**src/rtl/eth_sa_pkg.sv**
```systemverilog
package eth_sa_pkg;

  localparam int unsigned BEAT_W  = 64;
  localparam int unsigned ADDR_W  = 48;
  localparam int unsigned HI_W    = 16;  // address bytes carried in the tail of the first field beat
  localparam int unsigned LO_W    = ADDR_W - HI_W;

  typedef struct packed {
    logic              sop;
    logic              eop;
    logic              skip;
    logic [BEAT_W-1:0] data;
  } beat_t;

  // Replace the leading byte of a beat with the line start code.
  function automatic logic [BEAT_W-1:0] put_start_code(input logic [BEAT_W-1:0] d,
                                                       input logic [7:0] code);
    return {code, d[BEAT_W-9:0]};
  endfunction

  // Upper address bytes go into the lowest bytes of the first field beat.
  function automatic logic [BEAT_W-1:0] put_addr_hi(input logic [BEAT_W-1:0] d,
                                                    input logic [ADDR_W-1:0] a);
    return {d[BEAT_W-1:HI_W], a[ADDR_W-1:LO_W]};
  endfunction

  // Lower address bytes go into the highest bytes of the second field beat.
  function automatic logic [BEAT_W-1:0] put_addr_lo(input logic [BEAT_W-1:0] d,
                                                    input logic [ADDR_W-1:0] a);
    return {a[LO_W-1:0], d[BEAT_W-LO_W-1:0]};
  endfunction

endpackage

```
**src/rtl/sa_beat_tracker.sv**
```systemverilog
module sa_beat_tracker
  import eth_sa_pkg::*;
#(
  parameter bit PREAMBLE_PASS = 1'b1,
  parameter bit SA_INSERT     = 1'b1
) (
  input  logic              clk,
  input  logic              rst_n,
  input  logic              fire,
  input  logic              in_sop,
  input  logic              in_eop,
  input  logic              in_skip,
  input  logic [ADDR_W-1:0] cfg_addr,
  output logic              hit_sop_byte,
  output logic              hit_sa_hi,
  output logic              hit_sa_lo,
  output logic [ADDR_W-1:0] addr_cur
);

  localparam int unsigned HI_POS  = PREAMBLE_PASS ? 1 : 0;
  localparam int unsigned LO_POS  = HI_POS + 1;
  localparam int unsigned POS_OUT = LO_POS + 1;           // past the field or outside a packet
  localparam int unsigned POS_W   = $clog2(POS_OUT + 1);

  logic [POS_W-1:0]  pos_q;
  logic [POS_W-1:0]  pos_cur;
  logic [POS_W-1:0]  pos_nxt;
  logic              skip_q;
  logic              skip_cur;
  logic [ADDR_W-1:0] addr_q;
  logic              ins_on;

  // A start-of-packet beat always restarts the count at zero.
  assign pos_cur  = in_sop ? '0 : pos_q;
  assign skip_cur = in_sop ? in_skip : skip_q;
  assign addr_cur = in_sop ? cfg_addr : addr_q;
  assign ins_on   = SA_INSERT && !skip_cur;

  always_comb begin
    pos_nxt = pos_q;
    if (fire) begin
      if (in_eop)
        pos_nxt = POS_W'(POS_OUT);
      else if (pos_cur < POS_W'(POS_OUT))
        pos_nxt = pos_cur + POS_W'(1);
      else
        pos_nxt = POS_W'(POS_OUT);
    end
  end

  always_ff @(posedge clk) begin
    if (!rst_n) begin
      pos_q  <= POS_W'(POS_OUT);
      skip_q <= 1'b1;
      addr_q <= '0;
    end else begin
      pos_q <= pos_nxt;
      if (fire && in_sop) begin
        skip_q <= in_skip;
        addr_q <= cfg_addr;
      end
    end
  end

  generate
    if (PREAMBLE_PASS) begin : g_pre
      assign hit_sop_byte = in_sop;
    end else begin : g_nopre
      assign hit_sop_byte = 1'b0;
    end
  endgenerate

  assign hit_sa_hi = ins_on && (pos_cur == POS_W'(HI_POS));
  assign hit_sa_lo = ins_on && (pos_cur == POS_W'(LO_POS));

endmodule

```
**src/rtl/sa_field_editor.sv**
```systemverilog
module sa_field_editor
  import eth_sa_pkg::*;
#(
  parameter logic [7:0] SOP_CODE = 8'hFB
) (
  input  logic [BEAT_W-1:0] in_data,
  input  logic [ADDR_W-1:0] addr,
  input  logic              hit_sop_byte,
  input  logic              hit_sa_hi,
  input  logic              hit_sa_lo,
  output logic [BEAT_W-1:0] edit_data
);

  always_comb begin
    edit_data = in_data;
    if (hit_sop_byte) edit_data = put_start_code(edit_data, SOP_CODE);
    if (hit_sa_hi)    edit_data = put_addr_hi(edit_data, addr);
    if (hit_sa_lo)    edit_data = put_addr_lo(edit_data, addr);
  end

endmodule

```
**src/rtl/sa_out_stage.sv**
```systemverilog
module sa_out_stage
  import eth_sa_pkg::*;
(
  input  logic  clk,
  input  logic  rst_n,
  input  logic  in_valid,
  output logic  in_ready,
  input  beat_t in_beat,
  output logic  out_valid,
  input  logic  out_ready,
  output beat_t out_beat
);

  logic  valid_q;
  beat_t beat_q;

  // Empty or draining this cycle: room for the next beat.
  assign in_ready = out_ready || !valid_q;

  always_ff @(posedge clk) begin
    if (!rst_n) begin
      valid_q <= 1'b0;
      beat_q  <= '0;
    end else if (in_ready) begin
      valid_q <= in_valid;
      if (in_valid) beat_q <= in_beat;
    end
  end

  assign out_valid = valid_q;
  assign out_beat  = beat_q;

endmodule

```
**src/rtl/eth_tx_sa_inserter.sv**
```systemverilog
module eth_tx_sa_inserter
  import eth_sa_pkg::*;
#(
  parameter bit         PREAMBLE_PASS = 1'b1,
  parameter bit         SA_INSERT     = 1'b1,
  parameter logic [7:0] SOP_CODE      = 8'hFB
) (
  input  logic        clk,
  input  logic        rst_n,
  input  logic [47:0] cfg_src_addr,
  input  logic        in_valid,
  output logic        in_ready,
  input  logic [63:0] in_data,
  input  logic        in_sop,
  input  logic        in_eop,
  input  logic        in_skip,
  output logic        out_valid,
  input  logic        out_ready,
  output logic [63:0] out_data,
  output logic        out_sop,
  output logic        out_eop,
  output logic        out_skip
);

  logic              fire;
  logic              hit_sop_byte;
  logic              hit_sa_hi;
  logic              hit_sa_lo;
  logic [ADDR_W-1:0] addr_cur;
  logic [BEAT_W-1:0] edit_data;
  beat_t             stage_in;
  beat_t             stage_out;

  assign fire = in_valid && in_ready;

  sa_beat_tracker #(
    .PREAMBLE_PASS (PREAMBLE_PASS),
    .SA_INSERT     (SA_INSERT)
  ) u_track (
    .clk          (clk),
    .rst_n        (rst_n),
    .fire         (fire),
    .in_sop       (in_sop),
    .in_eop       (in_eop),
    .in_skip      (in_skip),
    .cfg_addr     (cfg_src_addr),
    .hit_sop_byte (hit_sop_byte),
    .hit_sa_hi    (hit_sa_hi),
    .hit_sa_lo    (hit_sa_lo),
    .addr_cur     (addr_cur)
  );

  sa_field_editor #(
    .SOP_CODE (SOP_CODE)
  ) u_edit (
    .in_data      (in_data),
    .addr         (addr_cur),
    .hit_sop_byte (hit_sop_byte),
    .hit_sa_hi    (hit_sa_hi),
    .hit_sa_lo    (hit_sa_lo),
    .edit_data    (edit_data)
  );

  assign stage_in = '{sop: in_sop, eop: in_eop, skip: in_skip, data: edit_data};

  sa_out_stage u_out (
    .clk       (clk),
    .rst_n     (rst_n),
    .in_valid  (in_valid),
    .in_ready  (in_ready),
    .in_beat   (stage_in),
    .out_valid (out_valid),
    .out_ready (out_ready),
    .out_beat  (stage_out)
  );

  assign out_data = stage_out.data;
  assign out_sop  = stage_out.sop;
  assign out_eop  = stage_out.eop;
  assign out_skip = stage_out.skip;

endmodule

```
**config.mk**
```make
export PLATFORM = sky130hd
export DESIGN_NAME = eth_tx_sa_inserter
export DESIGN_NICKNAME = d
export VERILOG_FILES = /design/src/rtl/eth_sa_pkg.sv /design/src/rtl/sa_beat_tracker.sv /design/src/rtl/sa_field_editor.sv /design/src/rtl/sa_out_stage.sv /design/src/rtl/eth_tx_sa_inserter.sv
export SDC_FILE = /design/constraint.sdc
export NUM_CORES = 1
export LEC_CHECK = 0
export ABC_AREA = 1
export BUFFER_PORTS_ARGS = -buffer_cell sky130_fd_sc_hd__buf_4
export CELL_PAD_IN_SITES_DETAIL_PLACEMENT = 0
export CELL_PAD_IN_SITES_GLOBAL_PLACEMENT = 1
export CORE_AREA = 2 2 146 112
export CTS_CLUSTER_SIZE = 24
export DETAILED_ROUTE_END_ITERATION = 16
export DIE_AREA = 0 0 148 114
export PLACE_DENSITY_LB_ADDON = 0.3
export SKIP_LAST_GASP = 1
export SYNTH_ARGS = -nofsm -noshare
export SYNTH_HDL_FRONTEND = slang
export SYNTH_SLANG_ARGS = --single-unit
```
**constraint.sdc**
```tcl
create_clock -name clk -period 2.7 [get_ports clk]
set_clock_uncertainty 0.15 [all_clocks]
set_input_delay 0.27 -clock clk [delete_from_list [all_inputs] [get_ports clk]]
set_output_delay 0.27 -clock clk [all_outputs]
set_load 0.01 [all_outputs]
```
==> results of run 1 <==
## stage by stage
step / utilization (%) / worst slack, ns
floorplan: - / 1.26
global placement: 45.6 / 0.516
detailed placement: 45.6 / 0.489
global route: 56.8 / 0.306
CTS: 56.8 / 0.517
finish: 56.8 / 0.511
## tightest hold or removal path, delay by kind of cell
| kind | cells | cell delay, ns |
|---|---|---|
| AO/OA/AOI/OAI | 1 | 0.06 |
| buffers and inverters | 2 | 0.12 |
| AND/OR/NAND/NOR | 2 | 0.10 |
## report_power, final
| part | total [mW] | switching (mW) | leakage (nW) | internal, mW |
|---|---|---|---|---|
| clock network | 2.52 | 0.841 | 0.315 | 1.68 |
| registers | 1.96 | 0.0674 | 0.985 | 1.89 |
| logic | 0.898 | 0.443 | 3.27 | 0.455 |
| total | 5.38 | 1.35 | 4.57 | 4.02 |
## final cells by class
cell class	count	area [µm²]
fillers	1512	6750
repair buffers	308	2610
clock buffers	19	453
multi-input cells	651	2740
clock inverters	13	201
flip-flops and latches	119	2380
inverters	56	213
well taps	210	263
## layer usage
| layer | GRT usage (%) | vias up |
|---|---|---|
| li1 | - | 3282 |
| met1 | 30.2 | 2778 |
| met2 | 34.4 | 175 |
| met3 | 5.76 | 13 |
| met4 | 6.03 | 0 |
| met5 | 0 | - |
## cells in the final DEF (no fill, tap or decap)
master,n
sky130_fd_sc_hd__a21oi_1,4
sky130_fd_sc_hd__a21oi_2,1
sky130_fd_sc_hd__buf_12,2
sky130_fd_sc_hd__buf_4,196
sky130_fd_sc_hd__bufinv_16,5
sky130_fd_sc_hd__clkbuf_16,17
sky130_fd_sc_hd__clkbuf_8,2
sky130_fd_sc_hd__clkinv_2,4
sky130_fd_sc_hd__clkinv_4,1
sky130_fd_sc_hd__clkinvlp_4,3
sky130_fd_sc_hd__dfxtp_1,119
sky130_fd_sc_hd__dlygate4sd3_1,110
sky130_fd_sc_hd__inv_1,52
sky130_fd_sc_hd__inv_2,3
sky130_fd_sc_hd__inv_4,1
sky130_fd_sc_hd__nand2_1,238
sky130_fd_sc_hd__nand2_2,7
sky130_fd_sc_hd__nand2_4,2
sky130_fd_sc_hd__nand3_1,97
sky130_fd_sc_hd__nand3_2,1
sky130_fd_sc_hd__nor2_1,223
sky130_fd_sc_hd__nor2_4,3
sky130_fd_sc_hd__nor3_1,1
sky130_fd_sc_hd__o211ai_1,1
sky130_fd_sc_hd__o21ai_0,66
sky130_fd_sc_hd__o21ai_1,4
sky130_fd_sc_hd__o21ai_2,3
## how the worst max path moves through the flow
| stage | end | slack [ns] | depth (start not counted) |
|---|---|---|---|
| 6_report | u_out.out_beat[64] | 0.51 | 9 |
| 5_1_grt | u_out.out_beat[40] | 0.31 | 11 |
| 4_1_cts | u_out.out_beat[64] | 0.52 | 9 |
| 3_5_place_dp | u_out.out_beat[8] | 0.49 | 9 |
| 3_3_place_gp | u_out.out_beat[15] | 0.52 | 9 |
| 2_1_floorplan | u_track.addr_q[38] | 1.26 | 8 |
## synth_stat cells (all sizes together)
cell type  count
a21oi          5
buf           36
clkbuf        24
clkinv         1
dfxtp        119
inv           55
nand2        247
nand3         98
nor2         226
nor3           1
o211ai         1
o21ai         73
## sequential cells by signal, indices dropped and copies added, names as in the netlist
register         cells
u_out.out_beat      67
u_out.out_valid      1
u_track.addr_q      48
u_track.pos_q        2
u_track.skip_q       1
## logic make-up (layout without fill, tap and decap cells)
group	count (synthesis)	after routing	synth area share, %
AO/OA/AOI/OAI	79	79	7.31
buffers and inverters	116	396	9.20
flip-flops	119	119	42.2
AND/OR/NAND/NOR	572	572	41.3
==> results.md, run 1 <==
Outcome:
- The flow ran to the end, and the final reports show no timing, DRC or antenna violations.

Synth:
- The total of flip-flops plus latches after synthesis is ~120.
- Sorting the synthesized cells by area gives the leading types as sky130_fd_sc_hd__dfxtp_1 42%, sky130_fd_sc_hd__nand2_1 16%, sky130_fd_sc_hd__nor2_1 15%, sky130_fd_sc_hd__nand3_1 8.6%, sky130_fd_sc_hd__o21ai_0 5.9%.
- After synthesis, the largest area contributor takes up 42.2% of total cell area.
- After synthesis the cells add up to between 0.005 and 0.006 mm².
- During synthesis, Yosys emitted a total of 0 warnings.
- The synthesized net count is roughly 1000.
- A synthesized cell averages 6.37 µm².
- The number of library cell types mapped by synthesis is 22.
- The share of the Yosys chip area taken by registers is a little over two fifths.
- The cell count after synthesis came out at 886.
- The cell accounting for the most synthesized area is sky130_fd_sc_hd__dfxtp_1.

Routing:
- Dividing the detail-routed wire length by the instance count gives about 13 µm.
- The first routing iteration left around 350 violations.
- The met2 routed wirelength is ~7900 µm.
- Summed over all nets, wire length on met3 after detailed routing comes to between 1000 and 1500 µm.
- The post-detailed-routing wire length is 18100 µm.
- The mean number of vias per cell is 4.54.
- Detailed routing inserted a total of between 6000 and 7000 vias.
- The DRC violation count after routing is 0.
- The first TritonRoute pass finished after 5 iterations.
- The highest layer touched by signal routing is met4.
- The wire length on met1 is 8910 µm.
- The detail route stage leaves a number of antenna-violating nets equal to 0.

GRT:
- Entering global routing, the biggest net connects 69 pins.
- The global-route congestion overflow total is 0.
- The number of global-route vias before repair was 6005.
- The initial antenna violation count came to 0.
- The wire length of the first global-routing pass is about 30000 µm.
- The total global routing track utilization is between 20% and 30%.

Die:
- The floorplan step set the die width to 148 µm.
- The region available for standard cell placement spans roughly 0.016 mm².
- The die covers about 0.017 mm².
- In this run the count of I/O pins placed on the die edge is roughly 190.
- From bottom edge to top edge, the die measures 114 µm.
- The row count is 40.
- For this configuration, the core starts out at a cell density of 36.2%.

Clock network:
- Counting every sink on the clock net gives between 100 and 150.
- The later pin in the worst-skew pair is clocked with a latency of 0.41 ns.
- CTS built an H-tree with a depth of 4.
- Counting the buffers created by CTS gives 17.
- Clock tree synthesis selected as its root buffer the cell sky130_fd_sc_hd__clkbuf_16.
- TritonCTS built the clock tree.
- In this run the post-CTS setup repair buffer count came out at 0.
- The maximum number of buffers from clock root to sink is 2.
- After clock tree synthesis, the repair step resized 0 gates.
- The hold-fix buffer count after cts is between 100 and 150.
- The clock slew at the register clock pins of the worst setup and hold paths is approximately 0.06 ns.

Power:
- The analysis attributes to cell leakage a power of ~4.6 nW.
- The worst-case IR drop observed on VDD is 0.408 mV.
- After layout, the design draws a total of about 5.4 mW.
- Dividing total power by cell area gives a power density of 606 mW/mm².

STA:
- Headroom to the max-slew limit came out at 33.5%.
- At the pin with the least slew margin, the transition time is around 1 ns.
- The worst slack on hold paths is 0.0161 ns.
- The number of failing hold endpoints at the final stage was 0.
- The number of slew-limit violations in the final report was 0.
- The smallest clock period supported by the final layout is computed as ~2.2 ns.
- The total setup violations reported at the end of the flow is 0.
- Setup repair after global routing left no endpoint under its margin.
- Derived from the worst setup path, the maximum achievable clock frequency is between 0.4 and 0.5 GHz.
- The final critical path takes up about four fifths of the cycle.
- The setup total negative slack is 0 ns.

Run:
- The tool flagged a number of max-cap violations equal to 0.

Critical path:
- The worst register-to-register path ends at u_out.out_beat[64].
- The signal on the critical path passes through dlygate4sd3_1 -> buf_4 -> inv_1 -> nand2_2 -> nand2_2 -> inv_4 -> buf_4 -> o21ai_0 -> a21oi_1.
- Data on the critical path arrives at its endpoint at ~2.4 ns.
- The capturing element type of the critical path is a flop.
- The dominant delay contributor by cell family on the critical path is buffers and inverters.
- STA puts the critical path data required time at between 2 and 3 ns.
- The worst setup path is launched from a primary input.
- On the critical path, the stage with the largest delay is an instance of sky130_fd_sc_hd__dlygate4sd3_1.
- The slack of the worst reg-to-reg path is about 0.70 ns.
- The start point of the critical path is out_ready.
- The logic depth of the worst register-to-register path is 6.
- The largest single stage delay on the critical path is between 0.5 and 0.6 ns.
- The startpoint identified for the worst register-to-register timing path is u_out.out_valid.
- Together, buffers and inverters on the worst path number 5.
- The critical path in this run is classified as in -> reg.
- The maximum fanout encountered on the critical timing path is 37.

Worst hold path:
- The worst hold endpoint is u_out.out_beat[63].
- In this run the most critical hold path is launched from in_data[63].
- The worst hold path belongs to the class in -> reg.
- The worst hold path passes through 5 cells.

Placed design:
- The placed standard-cell area is between 0.007 and 0.008 mm².
- The count of buffers added on input and output ports is between 150 and 200.
- Counting tap cells, the placed design contains a total of 1234 instances.
- The weighted congestion at the end of routability-driven global placement is about 0.74.
- The estimated wirelength of the detail-placed design is approximately 11000 µm.

Cells and area:
- The post-layout instance count excluding filler cells is ~1400.
- The finished cells cover approximately 0.0089 mm².
- The total number of nets in the final design is between 1000 and 1500.
- The fraction of final layout cells sized beyond drive strength 1 is between 20 and 25%.
- 0 antenna diodes ended up in the layout.
- The relative area change from synthesis to final layout is 57.1%.
Power figures use the tool's default switching activity.
==> run 2: changes to the inputs <==
Settings changed: CORE_AREA 2 2 146 112 to 2 2 159 122, DIE_AREA 0 0 148 114 to 0 0 161 124.
Clock period 2.7 ns to 1.8 ns, I/O delays scaled along.
==> run 2 against run 1 <==
Hold slack better by 0.0054 ns. First-iteration DRC count rose by 14%. Cell count up 3.8%. Global-route usage decreased by 3.1 points. Total power rose by 43%. Critical endpoint is now u_out.out_beat[61]. Largest cell class is now non-clock buffers. Largest power group unchanged.
==> results.md, run 2 (synthesis gave the netlist of run 1 again) <==
Routing:
- Dividing the detail-routed wire length by the instance count gives around 13 µm.
- For this run, design rule violations remaining after detail routing come to 0.
- After the first detailed-routing iteration, the DRC count stood at between 300 and 400.
- The number of detailed-routing iterations run before antenna repair is 5.
- Wires add up to approximately 19000 µm.
- The mean number of vias per cell is 4.38.
- Once detail routing completed, the nets flagged for antenna violations numbered 0.
- Summing over every cut layer, the via total after detailed routing is 6248.

GRT:
- The number of global-route vias before repair came to around 6000.
- Global routing used ~30% of the available met2 tracks.
- For met3 alone, demand over resource in global routing was slightly below 5%.
- The busiest layer in global routing is met2.
- The global-route congestion overflow total is 0.
- The initial antenna violation count is 2.
- The wire length of the first global-routing pass is 30100 µm.
- The global routing met1 resource utilization is around 26%.
- The pin count of the biggest net entering global routing is 56.
- For this run, the total global-route usage over all layers was measured as about a fifth.

Run:
- The count of max-cap constraint violations is 0.

Cells and area:
- The total number of nets in the final design is 1286.
- The fraction of final layout cells sized beyond drive strength 1 is a little over a fifth.
- The relative area change from synthesis to final layout is 59.8%.
- The fill cell instance count of the final layout is between 1500 and 2000.
- The number of flip-flops under the largest register name is 67.
- Once layout is complete, the utilization of the core stands at between 40% and 50%.
- Once layout is done, the placed cells without fillers occupy 0.00902 mm².
- The leading cell type in the layout, fill and taps excluded is sky130_fd_sc_hd__nand2_1.
- In the layout the commonest cells are 238 x sky130_fd_sc_hd__nand2_1, 223 x sky130_fd_sc_hd__nor2_1, 201 x sky130_fd_sc_hd__buf_4.

Clock network:
- TritonCTS built the clock tree.
- The clock sink total is about 120.
- CTS built an H-tree with a depth of 4.
- Counting along the longest clock path gives a buffer depth of 2.
- The tree is rooted in a sky130_fd_sc_hd__clkbuf_16.
- The clock network latency to the later pin of the worst-skew pair is between 0.4 and 0.5 ns.
- TritonCTS created 17 clock buffers.
- Clock-pin slew was measured on the worst setup and hold paths at around 0.050 ns.

Critical path:
- The slowest stage of the critical path belongs to the cell sky130_fd_sc_hd__dlygate4sd3_1.
- Data arrives at the worst endpoint at 1.89 ns.
- The data required time of the worst path is roughly 2 ns.
- STA classifies the critical path startpoint as a primary input.
- Together, buffers and inverters on the worst path number 5.
- The dominant delay contributor by cell family on the critical path is buffers and inverters.
- The highest cell delay on the worst timing path is roughly 0.53 ns.
- In this run the worst path has a maximum fanout of 18.
- The signal on the critical path passes through dlygate4sd3_1 -> buf_4 -> inv_1 -> nand2_1 -> nand2_4 -> buf_4 -> nand3_1 -> nand3_1 -> nand2_1 -> inv_1.
- The type of the worst setup path is in -> reg.
- STA classifies the critical path endpoint as a flop.

Die:
- The row count is between 40 and 50.
- The horizontal extent of the die is roughly 160 µm.
- The die covers 0.0200 mm².
- The core region is about 0.018 mm².
- In this run the count of I/O pins placed on the die edge is around 190.
- The height of the chip is approximately 120 µm.
- The starting density of the core is a little under a third.

STA:
- The final critical-path share of the clock period is between 90% and 100%.
- The number of slew-limit violations in the final report is 0.
- The final critical-path required period is about 1.7 ns.
- Setup repair after global routing could not meet its margin everywhere.
- The tightest slew margin relative to the limit is about 56%.
- Setup violations remaining at the end of the flow were counted as 0.
- The transition time at the pin with the least slew margin is 0.653 ns.
- The maximum clock frequency is just under 0.6 GHz.
- The number of failing hold endpoints at the final stage was 0.
- Summed over all failing endpoints, the final setup total negative slack is 0 ns.

Placed design:
- In this run the cell area measured after placement is about 0.0073 mm².
- During placement, the flow inserted port buffers numbering approximately 190.
- The weighted congestion at the end of routability-driven global placement is about 0.75.
- The HPWL after detailed placement is 11700 µm.

Power:
- Across the VDD grid, the largest voltage drop is approximately 0.54 mV.
- In this run the power density over the cells is about 850 mW/mm².
- The analysis attributes to cell leakage a power of approximately 4.6 nW.

Worst hold path:
- The tightest min-delay check is of the in -> reg type.

Outcome:
- The flow ran to the end, and the final reports show no timing, DRC or antenna violations.
==> run 2: changes by cell type in the layout (fill, tap and decap cells not counted), moves of 2 or more <==
cell,change
sky130_fd_sc_hd__buf_4,+5
sky130_fd_sc_hd__diode_2,+2
sky130_fd_sc_hd__clkbuf_1,+2
sky130_fd_sc_hd__dlygate4sd3_1,+5
sky130_fd_sc_hd__buf_12,+4
sky130_fd_sc_hd__bufinv_16,-3
==> run 2: layer usage <==
metal | routed length [µm] | up-vias
met5 | 0 | -
met4 | 153 | 0
met3 | 1080 | 13
met2 | 8030 | 159
met1 | 9380 | 2761
li1 | - | 3315
==> run 2: final timing paths <==
path | start | slack (ns) | cells past startpoint | to
max | in_skip | 0.12 | 10 | u_out.out_beat[61]
min | in_data[62] | 0.02 | 5 | u_out.out_beat[62]
max reg2reg | u_track.pos_q[1] | 0.27 | 7 | u_out.out_beat[56]
min reg2reg | u_out.out_beat[66] | 0.33 | 2 | u_out.out_beat[66]
==> run 2: what timing repair did <==
item / CTS / global route
gates resized for setup: 0 / 2
setup buffers: 0 / 0
endpoints found under the hold margin: 117 / 0
endpoints found under the setup margin: 0 / 10
hold buffers: 115 / 0
==> run 2: worst min-delay path, stage by stage <==
cell	delay (ns)
sky130_fd_sc_hd__buf_4	0.09
sky130_fd_sc_hd__nor2_1	0.04
sky130_fd_sc_hd__nand2_2	0.06
sky130_fd_sc_hd__nand3_2	0.06
sky130_fd_sc_hd__a21oi_2	0.11
==> run 2: metrics by stage <==
stage / hold slack [ns] / cells / total power [mW] / setup slack, ns
floorplan: 0.160 / 886 / 3.60 / 0.364
global placement: 0.265 / 1280 / 4.17 / 0.200
detailed placement: 0.270 / 1280 / 4.17 / 0.125
CTS: 0.00115 / 1426 / 7.75 / 0.0595
global route: 0.0215 / 1428 / 8.06 / -0.00114
finish: 0.0216 / 1428 / 7.67 / 0.119
==> run 2: power breakdown <==
group          leakage [nW]  internal, mW  total [mW]  switching [mW]
logic                  3.35         0.717        1.39           0.674
clock network         0.282          2.12        3.34            1.22
registers             0.985          2.84        2.93          0.0970
total                  4.61          5.68        7.67            1.99
==> run 2: area by class of cell <==
class / count / area, µm² / share of cell area [%]
inverters: 56 / 213 / 2.36
diodes: 2 / 5.00 / 0.0555
clock inverters: 9 / 100 / 1.11
multi-input cells: 651 / 2760 / 30.6
clock buffers: 22 / 474 / 5.26
flip-flops and latches: 119 / 2380 / 26.4
well taps: 247 / 309 / 3.43
repair buffers: 322 / 2780 / 30.8
==> run 3: changes to the inputs <==
Settings changed: CORE_AREA 2 2 159 122 to 2 2 162 124, DIE_AREA 0 0 161 124 to 0 0 164 126.
Clock period 1.8 ns to 2 ns, I/O delays scaled along.
==> run 3 against run 2 <==
Critical path depth stayed put. Utilization shrank 2.1 points. Clock power is 6% lower.
==> results.md, run 3 (synthesis gave the netlist of run 1 again) <==
Power:
- The static leakage is around 4.6 nW.
- The switching part of the total power is between 20% and 30%.
- The ratio of total power to cell area is around 800 mW/mm².
- The sequential fraction of design power is 37.5%.
- The cell internal power dissipation is ~5.2 mW.
- The design draws approximately 7 mW.
- For this design the total switching power over the nets is roughly 1.8 mW.
- The combinational cell fraction of total power is between 10% and 20%.
- IR analysis of the VDD net gives a maximum drop of between 0.3 and 0.4 mV.
- The share of power burned in the clock network is about 45%.

STA:
- The setup total negative slack is 0 ns.
- Setup repair after global routing left no endpoint under its margin.
- The final critical-path required period is roughly 1.7 ns.
- The maximum clock frequency is 0.575 GHz.
- The transition time at the pin with the least slew margin is roughly 0.66 ns.
- The worst pin sits at a relative slew slack of between 50% and 60%.
- The final worst setup slack is 0.261 ns.
- The final critical-path share of the clock period is approximately 87%.
- The number of slew-limit violations in the final report is 0.
- The number of failing hold endpoints at the final stage came to 0.
- Setup violations remaining at the end of the flow were counted as 0.

Die:
- The height of the chip is ~130 µm.
- The die area is 0.0207 mm².
- Measured along the x axis, the die boundary spans approximately 160 µm.
- Once the floorplan was initialized, standard cells occupied 29.6% of the core.
- The floorplan has 44 rows.
- The total area inside the core boundary comes to 0.0191 mm².
- The top-level I/O count is between 150 and 200.

Placed design:
- The count of buffers added on input and output ports is around 190.
- Detailed placement ended at an HPWL of 11500 µm.
- Prior to clock tree synthesis, the placed netlist has a worst setup slack of 0.360 ns.
- The weighted congestion at the end of routability-driven global placement is between 0.7 and 0.8.

Routing:
- In the final routed layout, each cell accounts on average for around 13 µm.
- After detailed routing, the number of vias per cell comes to about 4.4.
- The first routing iteration left between 300 and 400 violations.
- The number of detailed-routing iterations run before antenna repair is 6.
- In the routed design, unresolved DRC markers number 0.
- The post-detailed-routing wire length is between 15000 and 20000 µm.
- The final antenna-violating net count is 0.
- The total via count after detailed routing is roughly 6200.

Clock network:
- The clock tree from TritonCTS is done.
- The library cell used as clock root buffer is sky130_fd_sc_hd__clkbuf_16.
- Clock-pin slew was measured on the worst setup and hold paths at ~0.060 ns.
- At the later pin of the worst-skew pair, clock insertion delay measures between 0.4 and 0.5 ns.
- The maximum number of buffers from clock root to sink is 2.
- In this run, post-CTS repair resized a total of 0 instances.
- TritonCTS created 17 clock buffers.
- The H-tree generated during clock tree synthesis spans 4 levels.
- The clock sink total is 119.

GRT:
- Entering global routing, the biggest net connects 56 pins.
- The first global-routing pass estimated between 30000 and 40000 µm of wire.
- The number of global-route vias before repair is around 6000.
- The initial antenna violation count is 1.
- The global-route congestion overflow total is 0.
- The total global routing track utilization is between 15 and 20%.

Cells and area:
- In the layout the commonest cells are 238 x sky130_fd_sc_hd__nand2_1, 223 x sky130_fd_sc_hd__nor2_1, 198 x sky130_fd_sc_hd__buf_4.
- At the end of the flow, the number of nets in the layout was 1283.
- The fill cell instance count of the final layout is roughly 2000.
- Compared with the post-synthesis result, the final layout area differs by 59.7%.
- The register with the most flip-flops in the layout has 67 of them.
- In the final layout, the share of cells above drive strength 1 is about 22%.
- The library cell used most frequently in the layout, excluding fill and tap cells, is sky130_fd_sc_hd__nand2_1.

Critical path:
- The startpoint identified for the worst register-to-register timing path is u_out.out_valid.
- The critical path launch point type is a primary input.
- The type of the worst setup path is in -> reg.
- The worst setup path is captured at a flop.
- Across all register-to-register paths, the minimum setup slack is 0.41 ns.
- The number of cells on the worst reg-to-reg path is 8.
- The worst register-to-register path ends at u_out.out_beat[3].
- The data required time of the worst path is between 2 and 2.5 ns.
- The maximum fanout encountered on the critical timing path is 32.
- The critical path data arrival time is around 1.9 ns.

Worst hold path:
- In this run the most critical hold path is launched from in_data[62].
- The kind of path behind the tightest hold check is in -> reg.
- For hold timing, the worst endpoint is u_out.out_beat[62].
- The instance count along the most critical hold path is 5.

Outcome:
- The flow ran to the end, and the final reports show no timing, DRC or antenna violations.

Run:
- The count of max-cap constraint violations is 0.
==> run 3: cell types whose count changed in the layout (fill, tap and decap cells not counted) <==
cell,delta
sky130_fd_sc_hd__diode_2,-1
sky130_fd_sc_hd__buf_4,-3
sky130_fd_sc_hd__clkbuf_1,+1
sky130_fd_sc_hd__clkinvlp_4,-1
sky130_fd_sc_hd__nand2_2,+1
sky130_fd_sc_hd__bufinv_16,+1
sky130_fd_sc_hd__nand2_8,-1
==> run 3: worst max path at each step <==
stage,startpoint,to,slack [ns],cells after the start
4_1_cts,in_skip,u_out.out_beat[56],0.25,10
3_5_place_dp,in_sop,u_track.addr_q[34],0.36,8
5_1_grt,out_ready,u_out.out_beat[5],0.14,11
3_3_place_gp,in_sop,u_out.out_beat[62],0.38,7
2_1_floorplan,u_out.out_valid,u_track.addr_q[38],0.56,8
6_report,in_skip,u_out.out_beat[56],0.26,10
==> run 3: timing repair <==
item,in CTS,in global routing
setup buffers,0,0
hold endpoints to repair,117,0
endpoints found under the setup margin,0,0
hold buffers,115,0
==> run 3: power groups by stage <==
stage | Clock, mW | Sequential, mW | Combinational [mW]
after global placement | 0 | 2.68 | 1.07
after CTS | 3.22 | 2.64 | 1.26
after floorplan | 0 | 2.73 | 0.510
after global routing | 3.33 | 2.66 | 1.40
after detailed placement | 0 | 2.68 | 1.07
final | 3.15 | 2.64 | 1.25
==> run 3: final cells by class <==
type,count,area [µm²],area share [%]
repair buffers,319,2760,30.6
multi-input cells,651,2740,30.4
flip-flops and latches,119,2380,26.4
clock buffers,23,478,5.30
well taps,253,317,3.51
inverters,56,213,2.36
clock inverters,9,123,1.36
diodes,1,2.50,0.0278
==> run 3: critical path, cell delays in order <==
cell and delay (ns):
sky130_fd_sc_hd__dlygate4sd3_1 0.54, sky130_fd_sc_hd__buf_4 0.14, sky130_fd_sc_hd__inv_1 0.08, sky130_fd_sc_hd__nand2_1 0.09
sky130_fd_sc_hd__nand2_4 0.18, sky130_fd_sc_hd__nand2_4 0.29, sky130_fd_sc_hd__o21ai_0 0.18, sky130_fd_sc_hd__nand3_1 0.09
sky130_fd_sc_hd__nand2_1 0.06, sky130_fd_sc_hd__inv_1 0.03
==> run 3: routing by layer <==
layer  track usage [%]  routed length [µm]
met1              25.0                9320
met2              28.2                8090
met3              4.94                 901
met4              4.23                 115
met5                 0                   0
==> run 3: through the flow <==
| stage | hold WS [ns] | cells | util [%] | instance area (µm²) |
|---|---|---|---|---|
| after floorplan | 0.180 | 886 | - | 5650 |
| after global placement | 0.284 | 1283 | 38.0 | 7260 |
| after detailed placement | 0.281 | 1283 | 38.0 | 7260 |
| after CTS | 0.0251 | 1430 | 47.2 | 9010 |
| after global routing | 0.0426 | 1431 | 47.2 | 9020 |
| final | 0.0361 | 1431 | 47.2 | 9020 |
